### config.mk
export PLATFORM = sky130hd
export DESIGN_NAME = dtlb_fa
export DESIGN_NICKNAME = d
export VERILOG_FILES = /design/src/rtl/dtlb_pkg.sv /design/src/rtl/dtlb_entry_store.sv /design/src/rtl/dtlb_victim_pick.sv /design/src/rtl/dtlb_access_check.sv /design/src/rtl/dtlb_fa.sv
export SDC_FILE = /design/constraint.sdc
export NUM_CORES = 1
export LEC_CHECK = 0
export ABC_AREA = 1
export BUFFER_PORTS_ARGS = -buffer_cell sky130_fd_sc_hd__buf_2
export CAP_MARGIN = 30
export CORE_ASPECT_RATIO = 0.8
export CORE_UTILIZATION = 60
export CTS_CLUSTER_SIZE = 20
export DETAILED_ROUTE_END_ITERATION = 16
export HOLD_SLACK_MARGIN = 0.03
export PLACE_DENSITY = 0.78
export SLEW_MARGIN = 20
export SYNTH_ARGS = -nofsm -noshare
export SYNTH_HDL_FRONTEND = slang
export SYNTH_SLANG_ARGS = --single-unit
### constraint.sdc
create_clock -name clk -period 3.7 [get_ports clk]
set_input_delay 0.74 -clock clk [delete_from_list [all_inputs] [get_ports clk]]
set_output_delay 0.74 -clock clk [all_outputs]
set_load 0.01 [all_outputs]
### src/rtl/dtlb_pkg.sv
package dtlb_pkg;
    localparam int VA_W   = 32;
    localparam int PG_OFF = 12;
    localparam int VPN_W  = VA_W - PG_OFF;
    localparam int INV_W  = 22;
    localparam int PPN_W  = 20;
    localparam int ASID_W = 4;
    localparam int GRP_W  = 4;
    localparam int GROUPS = 2 ** GRP_W;
    localparam int MAP_W  = 2 * GROUPS;

    typedef struct packed {
        logic              valid;
        logic [INV_W-1:0]  tag;
        logic [ASID_W-1:0] asid;
        logic              shared;
        logic [GRP_W-1:0]  grp;
        logic [PPN_W-1:0]  ppn;
        logic              page_wr;
        logic              dirty;
    } tlb_ent_t;

    typedef enum logic [1:0] {
        GA_NONE  = 2'b00,
        GA_PAGE  = 2'b01,
        GA_FULL  = 2'b10,
        GA_FULLX = 2'b11
    } grp_mode_e;

    typedef enum logic {
        ST_RUN        = 1'b0,
        ST_AWAIT_FILL = 1'b1
    } fill_state_e;
endpackage

### src/rtl/dtlb_entry_store.sv
module dtlb_entry_store
    import dtlb_pkg::*;
#(
    parameter int ENTRIES = 8,
    parameter int IDX_W   = $clog2(ENTRIES)
) (
    input  logic                 clk,
    input  logic                 rst_n,
    input  logic                 wr_go,
    input  logic [IDX_W-1:0]     wr_idx,
    input  tlb_ent_t             wr_ent,
    input  logic                 inv_all,
    input  logic                 inv_one,
    input  logic [INV_W-1:0]     inv_tag,
    input  logic [VPN_W-1:0]     lk_vpn,
    input  logic [ASID_W-1:0]    lk_asid,
    output logic [ENTRIES-1:0]   valid_vec,
    output logic [ENTRIES-1:0]   match_vec,
    output tlb_ent_t             match_ent
);
    localparam int EW = $bits(tlb_ent_t);

    logic [ENTRIES-1:0][EW-1:0] ent_bits;

    for (genvar i = 0; i < ENTRIES; i++) begin : g_slot
        tlb_ent_t ent_q;

        always_ff @(posedge clk) begin
            if (!rst_n) begin
                ent_q <= '0;
            end else if (inv_all) begin
                ent_q.valid <= 1'b0;
            end else if (inv_one && ent_q.tag == inv_tag) begin
                ent_q.valid <= 1'b0;
            end else if (wr_go && wr_idx == IDX_W'(i)) begin
                ent_q <= wr_ent;
            end
        end

        assign ent_bits[i]  = ent_q;
        assign valid_vec[i] = ent_q.valid;
        assign match_vec[i] = ent_q.valid
                           && ent_q.tag[INV_W-1 -: VPN_W] == lk_vpn
                           && (ent_q.shared || ent_q.asid == lk_asid);
    end

    always_comb begin
        logic [EW-1:0] acc;
        acc = '0;
        for (int i = 0; i < ENTRIES; i++) begin
            if (match_vec[i]) acc = acc | ent_bits[i];
        end
        match_ent = tlb_ent_t'(acc);
    end
endmodule

### src/rtl/dtlb_victim_pick.sv
module dtlb_victim_pick #(
    parameter int ENTRIES = 8,
    parameter int IDX_W   = $clog2(ENTRIES)
) (
    input  logic               clk,
    input  logic               rst_n,
    input  logic [ENTRIES-1:0] valid_vec,
    input  logic               advance,
    output logic [IDX_W-1:0]   slot
);
    logic [IDX_W-1:0] rr_q;

    always_ff @(posedge clk) begin
        if (!rst_n) begin
            rr_q <= '0;
        end else if (advance) begin
            rr_q <= (rr_q == IDX_W'(ENTRIES - 1)) ? '0 : rr_q + 1'b1;
        end
    end

    always_comb begin
        slot = rr_q;
        for (int i = ENTRIES - 1; i >= 0; i--) begin
            if (!valid_vec[i]) slot = IDX_W'(i);
        end
    end
endmodule

### src/rtl/dtlb_access_check.sv
module dtlb_access_check
    import dtlb_pkg::*;
(
    input  logic             clk,
    input  logic             rst_n,
    input  logic             map_we,
    input  logic [MAP_W-1:0] map_wdata,
    input  logic [GRP_W-1:0] grp,
    input  logic             page_wr,
    input  logic             dirty,
    input  logic             is_write,
    output logic             deny,
    output logic             trap
);
    logic [MAP_W-1:0] map_q;
    grp_mode_e        mode;

    always_ff @(posedge clk) begin
        if (!rst_n) begin
            map_q <= {GROUPS{GA_PAGE}};
        end else if (map_we) begin
            map_q <= map_wdata;
        end
    end

    assign mode = grp_mode_e'(map_q[2 * grp +: 2]);

    always_comb begin
        unique case (mode)
            GA_NONE:           deny = 1'b1;
            GA_PAGE:           deny = is_write && !page_wr;
            GA_FULL, GA_FULLX: deny = 1'b0;
        endcase
        trap = is_write && !dirty;
    end
endmodule

### src/rtl/dtlb_fa.sv
module dtlb_fa
    import dtlb_pkg::*;
#(
    parameter int ENTRIES = 8
) (
    input  logic              clk,
    input  logic              rst_n,
    input  logic              lk_req,
    input  logic [31:0]       lk_ea,
    input  logic [3:0]        lk_asid,
    input  logic              lk_write,
    output logic              lk_hit,
    output logic              lk_miss,
    output logic              lk_err,
    output logic [31:0]       lk_pa,
    input  logic              fill_en,
    input  logic [31:0]       fill_ea,
    input  logic [3:0]        fill_asid,
    input  logic              fill_shared,
    input  logic [3:0]        fill_grp,
    input  logic [19:0]       fill_ppn,
    input  logic              fill_page_wr,
    input  logic              fill_dirty,
    input  logic              inv_one,
    input  logic              inv_all,
    input  logic [31:0]       inv_ea,
    input  logic              map_we,
    input  logic [31:0]       map_wdata,
    output logic              refill_pending
);
    localparam int IDX_W = $clog2(ENTRIES);

    fill_state_e        state_q, state_d;
    logic               fill_go;
    logic [IDX_W-1:0]   fill_slot;
    tlb_ent_t           new_ent;
    tlb_ent_t           match_ent;
    logic [ENTRIES-1:0] valid_vec, match_vec;
    logic               any_match, deny, trap, look_miss;

    assign fill_go = fill_en && !inv_one && !inv_all;

    always_comb begin
        new_ent         = '0;
        new_ent.valid   = 1'b1;
        new_ent.tag     = fill_ea[VA_W-1 -: INV_W];
        new_ent.asid    = fill_asid;
        new_ent.shared  = fill_shared;
        new_ent.grp     = fill_grp;
        new_ent.ppn     = fill_ppn;
        new_ent.page_wr = fill_page_wr;
        new_ent.dirty   = fill_dirty;
    end

    dtlb_entry_store #(.ENTRIES(ENTRIES)) u_store (
        .clk       (clk),
        .rst_n     (rst_n),
        .wr_go     (fill_go),
        .wr_idx    (fill_slot),
        .wr_ent    (new_ent),
        .inv_all   (inv_all),
        .inv_one   (inv_one),
        .inv_tag   (inv_ea[VA_W-1 -: INV_W]),
        .lk_vpn    (lk_ea[VA_W-1:PG_OFF]),
        .lk_asid   (lk_asid),
        .valid_vec (valid_vec),
        .match_vec (match_vec),
        .match_ent (match_ent)
    );

    dtlb_victim_pick #(.ENTRIES(ENTRIES)) u_victim (
        .clk       (clk),
        .rst_n     (rst_n),
        .valid_vec (valid_vec),
        .advance   (fill_go),
        .slot      (fill_slot)
    );

    dtlb_access_check u_perm (
        .clk       (clk),
        .rst_n     (rst_n),
        .map_we    (map_we),
        .map_wdata (map_wdata),
        .grp       (match_ent.grp),
        .page_wr   (match_ent.page_wr),
        .dirty     (match_ent.dirty),
        .is_write  (lk_write),
        .deny      (deny),
        .trap      (trap)
    );

    assign any_match = |match_vec;
    assign look_miss = lk_req && !any_match;

    // lookup result, same cycle as the request
    always_comb begin
        lk_miss = look_miss;
        lk_hit  = lk_req && any_match && !deny && !trap;
        lk_err  = lk_req && any_match && (deny || trap);
        lk_pa   = lk_hit ? {match_ent.ppn, lk_ea[PG_OFF-1:0]} : '0;
    end

    // state register
    always_ff @(posedge clk) begin
        if (!rst_n) state_q <= ST_RUN;
        else        state_q <= state_d;
    end

    // next state
    always_comb begin
        state_d = state_q;
        unique case (state_q)
            ST_RUN: begin
                if (look_miss) state_d = ST_AWAIT_FILL;
            end
            ST_AWAIT_FILL: begin
                if (!look_miss && fill_go) state_d = ST_RUN;
            end
        endcase
    end

    // state outputs
    always_comb begin
        unique case (state_q)
            ST_RUN:        refill_pending = 1'b0;
            ST_AWAIT_FILL: refill_pending = 1'b1;
        endcase
    end
endmodule

==> results.md <==
* Outcome: finished, violations left
* Failing checks: negative setup slack
* Total Neg Setup Slack at -20.65 ns
* Yosys warnings at 0
* Netlist cell types at 42
* IO Port Bufs at 186
* Hold_buf cts at 0
* Finished Layout Cells at 4269
* Final GP Congestion at 1.210
* Clock skew at 0.01785 ns
* CP arrival at 3.66 ns
* Final Power at 11.18 mW
* Area delta synth->final at 26.47%
* Inst Count DP at 4133
* Max Slew Vio Count at 0
* Worst min-delay path category: input port to register
* Starting Density at 61.57%
* Sink Count at 468
* Core footprint at 0.03752 sq mm
* Crit. Startpoint: lk_ea[14]
* Vias in the first global route at 24.97k
* Slew HR at 38.40%
* Pwr per Cell Area at 382.6 mW/mm^2
* Routed vias at 27.35k
* DRC at 0
* Die Ht at 177.5 um
* Drt wl/cell at 23.78 um
* Compound-Gate Fraction of Synth Area at 24.58%
* Layout cells sized above 1 at 22.96%
* Worst vdd ir at 0.0004554 V
* DIE WIDTH at 221.4 um
* Mapped Cells at 3401
* Synth area leader: dfxtp_1
* Least-Margin Pin Slew at 0.9006 ns
* TritonCTS clock tree: done
* Post-synthesis mux area share at 0%
* WS Path Type: input port to primary output
* Mapped Area at 0.02310 sq mm
* Die area at 0.03930 sq mm
* First-pass GRT wire length at 148200 um
* Vias per std cell at 6.408
* Clock slew at reported path FFs at 0.07 ns
* Critical Path Source Type: input port
* Yosys top cell area share at 40.55%
* FF+latch count, synth at 468
* CP endpoint kind: primary output
* Placement-stage cell area at 0.02610 sq mm
* Worst slack at placement at -0.9059 ns
* Combinational family with the most area after synthesis: compound AO/OA/AOI/OAI gates
* Gr usage total at 49.70%
* Register area at 0.009419 sq mm
* Leakage power at 11.70 nW
* Area of the multi-input gates at 0.01205 sq mm
* Final-stage net count at 3918
* Design area at 0.02922 sq mm
* Min Clock Period, post-route at 4.404 ns
* Max cap viols at 0
* Min-delay src: map_wdata[12]
* Endpoints failing setup at 34
* Clk buf depth at 3
* Clock latency on the worst-skew pair at 0.59 ns
* Synth top area cells: dfxtp_1, nand2_1, o21ai_0
* Syn_area_per_cell at 6.793 sq um
* Final hold vios at 0
* CTS buffer count at 47
* Synth Area in Simple Gates at 20.34%
* Initial antenna violation count at 8
* Critical path fanouts, max at 8
* Fin crit share at 119.0%
* Largest net degree at the start of global routing at 141
* RSZ-0062 raised after global routing: yes
* Synth Area in XOR/XNOR at 3.677%
* Initial DRC Count at 4772
* Worst EP required at 2.96 ns
* Drt pass-1 iters at 9
* Root Driver: clkbuf_16
* Filler cell count in the final layout at 2610
* WHS at 0.3659 ns
* CTS H-tree depth at 2
* Antenna Violating Nets Remaining at 0
* Syn Nets at 3574
* I/O pins at 207
* Core Util, Final at 77.87%
* Row cnt at 63
* Post-synthesis sequential area ratio at 40.55%
* Launching point of the worst reg2reg path: u_store.ent_bits[359]
* DRT Wirelength at 101500 um
* Max Clk Rate at 227.0 MHz
* Final worst slack at -0.7044 ns
* Global-route congestion overflow total at 0
* Adder-Cell Fraction of Synth Area at 0.1083%
* HPWL after DPL at 68780 um
-- worst paths after layout --
kind / endpoint / slack [ns] / cells past startpoint
setup reg to reg: u_store.ent_bits[359] / 0.09 / 26
setup / recovery: lk_pa[27] / -0.70 / 25
hold reg to reg: u_store.ent_bits[229] / 0.45 / 2
hold / removal: u_perm.map_q[12] / 0.37 / 3
-- metal layers --
metal  global-route usage, %  part of all wire, %
met2                   70.56                   40
met5                       0                0.076
met4                   20.78                  4.9
met3                   19.80                   17
met1                   66.50                   38
-- synth_stat cells --
library cell  instances
clkbuf_2              1
dfxtp_1             468
nor3_1               15
o21ai_0             475
buf_4                 4
nand4_4               1
nor2_1              282
buf_1                 1
nor4_1               27
or2_2                 1
o2111ai_1            18
o31ai_1               1
nand2_1             664
clkbuf_1            181
a2111oi_0            11
o22ai_1              95
buf_6                 5
inv_1               408
o21ai_1               7
a22o_1                3
xnor2_1              46
clkinv_1              3
nand3b_1             13
nand2_2               2
nand3_1              86
o221ai_1              4
o211ai_1             13
a221oi_1             21
or4_1                 1
nand4_1              12
xor2_1               51
a221o_1               1
a41o_1                1
nor2_4                5
nand3_2               1
nor2_2               30
a211oi_1              7
a21oi_1             397
inv_2                12
o21a_1                1
ha_1                  2
buf_2                24
-- layout by cell type (no fill, tap or decap), types with 5 or more instances in the layout --
| master | instances |
|---|---|
| a2111oi_0 | 11 |
| inv_1 | 382 |
| nand2_2 | 81 |
| xor2_1 | 51 |
| clkinv_2 | 8 |
| a221oi_1 | 21 |
| o21ai_1 | 30 |
| buf_12 | 18 |
| dfxtp_2 | 34 |
| dfxtp_1 | 432 |
| clkbuf_8 | 11 |
| o211ai_1 | 13 |
| a21oi_1 | 393 |
| o21ai_2 | 5 |
| nand3_1 | 80 |
| nor2_4 | 43 |
| nand2_1 | 566 |
| a211oi_1 | 7 |
| xnor2_1 | 46 |
| nor3_1 | 15 |
| inv_2 | 27 |
| o22ai_1 | 95 |
| o2111ai_1 | 18 |
| nand2_4 | 18 |
| inv_4 | 6 |
| nand3b_1 | 13 |
| buf_6 | 52 |
| o21ai_0 | 446 |
| clkbuf_16 | 49 |
| buf_4 | 280 |
| nand4_1 | 12 |
| nor2_2 | 47 |
| clkbuf_1 | 12 |
| buf_2 | 153 |
| nor2_1 | 227 |
| nor4_1 | 25 |
-- cell families after synthesis --
group / Yosys count
XOR/XNOR: 97
AO/OA/AOI/OAI: 1055
adder cells (fa/ha/maj): 2
buffers and inverters: 639
AND/OR/NAND/NOR: 1140
flip-flops: 468
-- report_power, final --
part | switching (mW) | internal, mW | leakage [nW]
Combinational | 0.786 | 0.384 | 7.14
Clock | 2.13 | 2.75 | 0.760
Sequential | 0.0339 | 5.10 | 3.80
Total | 2.95 | 8.23 | 11.7
-- registers in the layout, summed over array words and instances, names as in the netlist --
signal	cells
u_victim.rr_q	3
state_q	1
u_store.valid_vec	8
u_store.ent_bits	424
u_perm.map_q	32
-- worst max-delay path: stages --
cell and delay (ns):
buf_6 0.13, inv_4 0.06, buf_4 0.17, o21ai_1 0.27, nor2_1 0.07, nand2_1 0.11, nor2_4 0.05, nand2_2 0.08
nor2_4 0.04, buf_4 0.14, nand2_1 0.05, nand2_1 0.06, nor2_2 0.15, nand3_4 0.18, buf_4 0.19, nand2_1 0.08
nand3_2 0.10, nand2_2 0.09, nor2_2 0.05, nand2_2 0.08, nand4_4 0.16, buf_12 0.18, buf_16 0.15, nor2_4 0.13
buf_6 0.14
-- area by class of cell --
class,count,area share [%]
Tap cell,487,2.085
Timing Repair Buffer,511,13.63
Multi-Input combinational cell,2294,41.23
Sequential cell,468,32.24
Antenna cell,2,0.01713
Inverter,423,5.567
Clock buffer,71,4.783
Clock inverter,13,0.4582
-- timing repair --
item / in CTS / in global routing
pin swaps: 71 / 82
cloned: 3 / 1
resized for setup: 264 / 145
setup endpoints to repair: 35 / 36
buffers inserted: 50 / 7
Note: power is estimated with default switching activity, not from simulation.
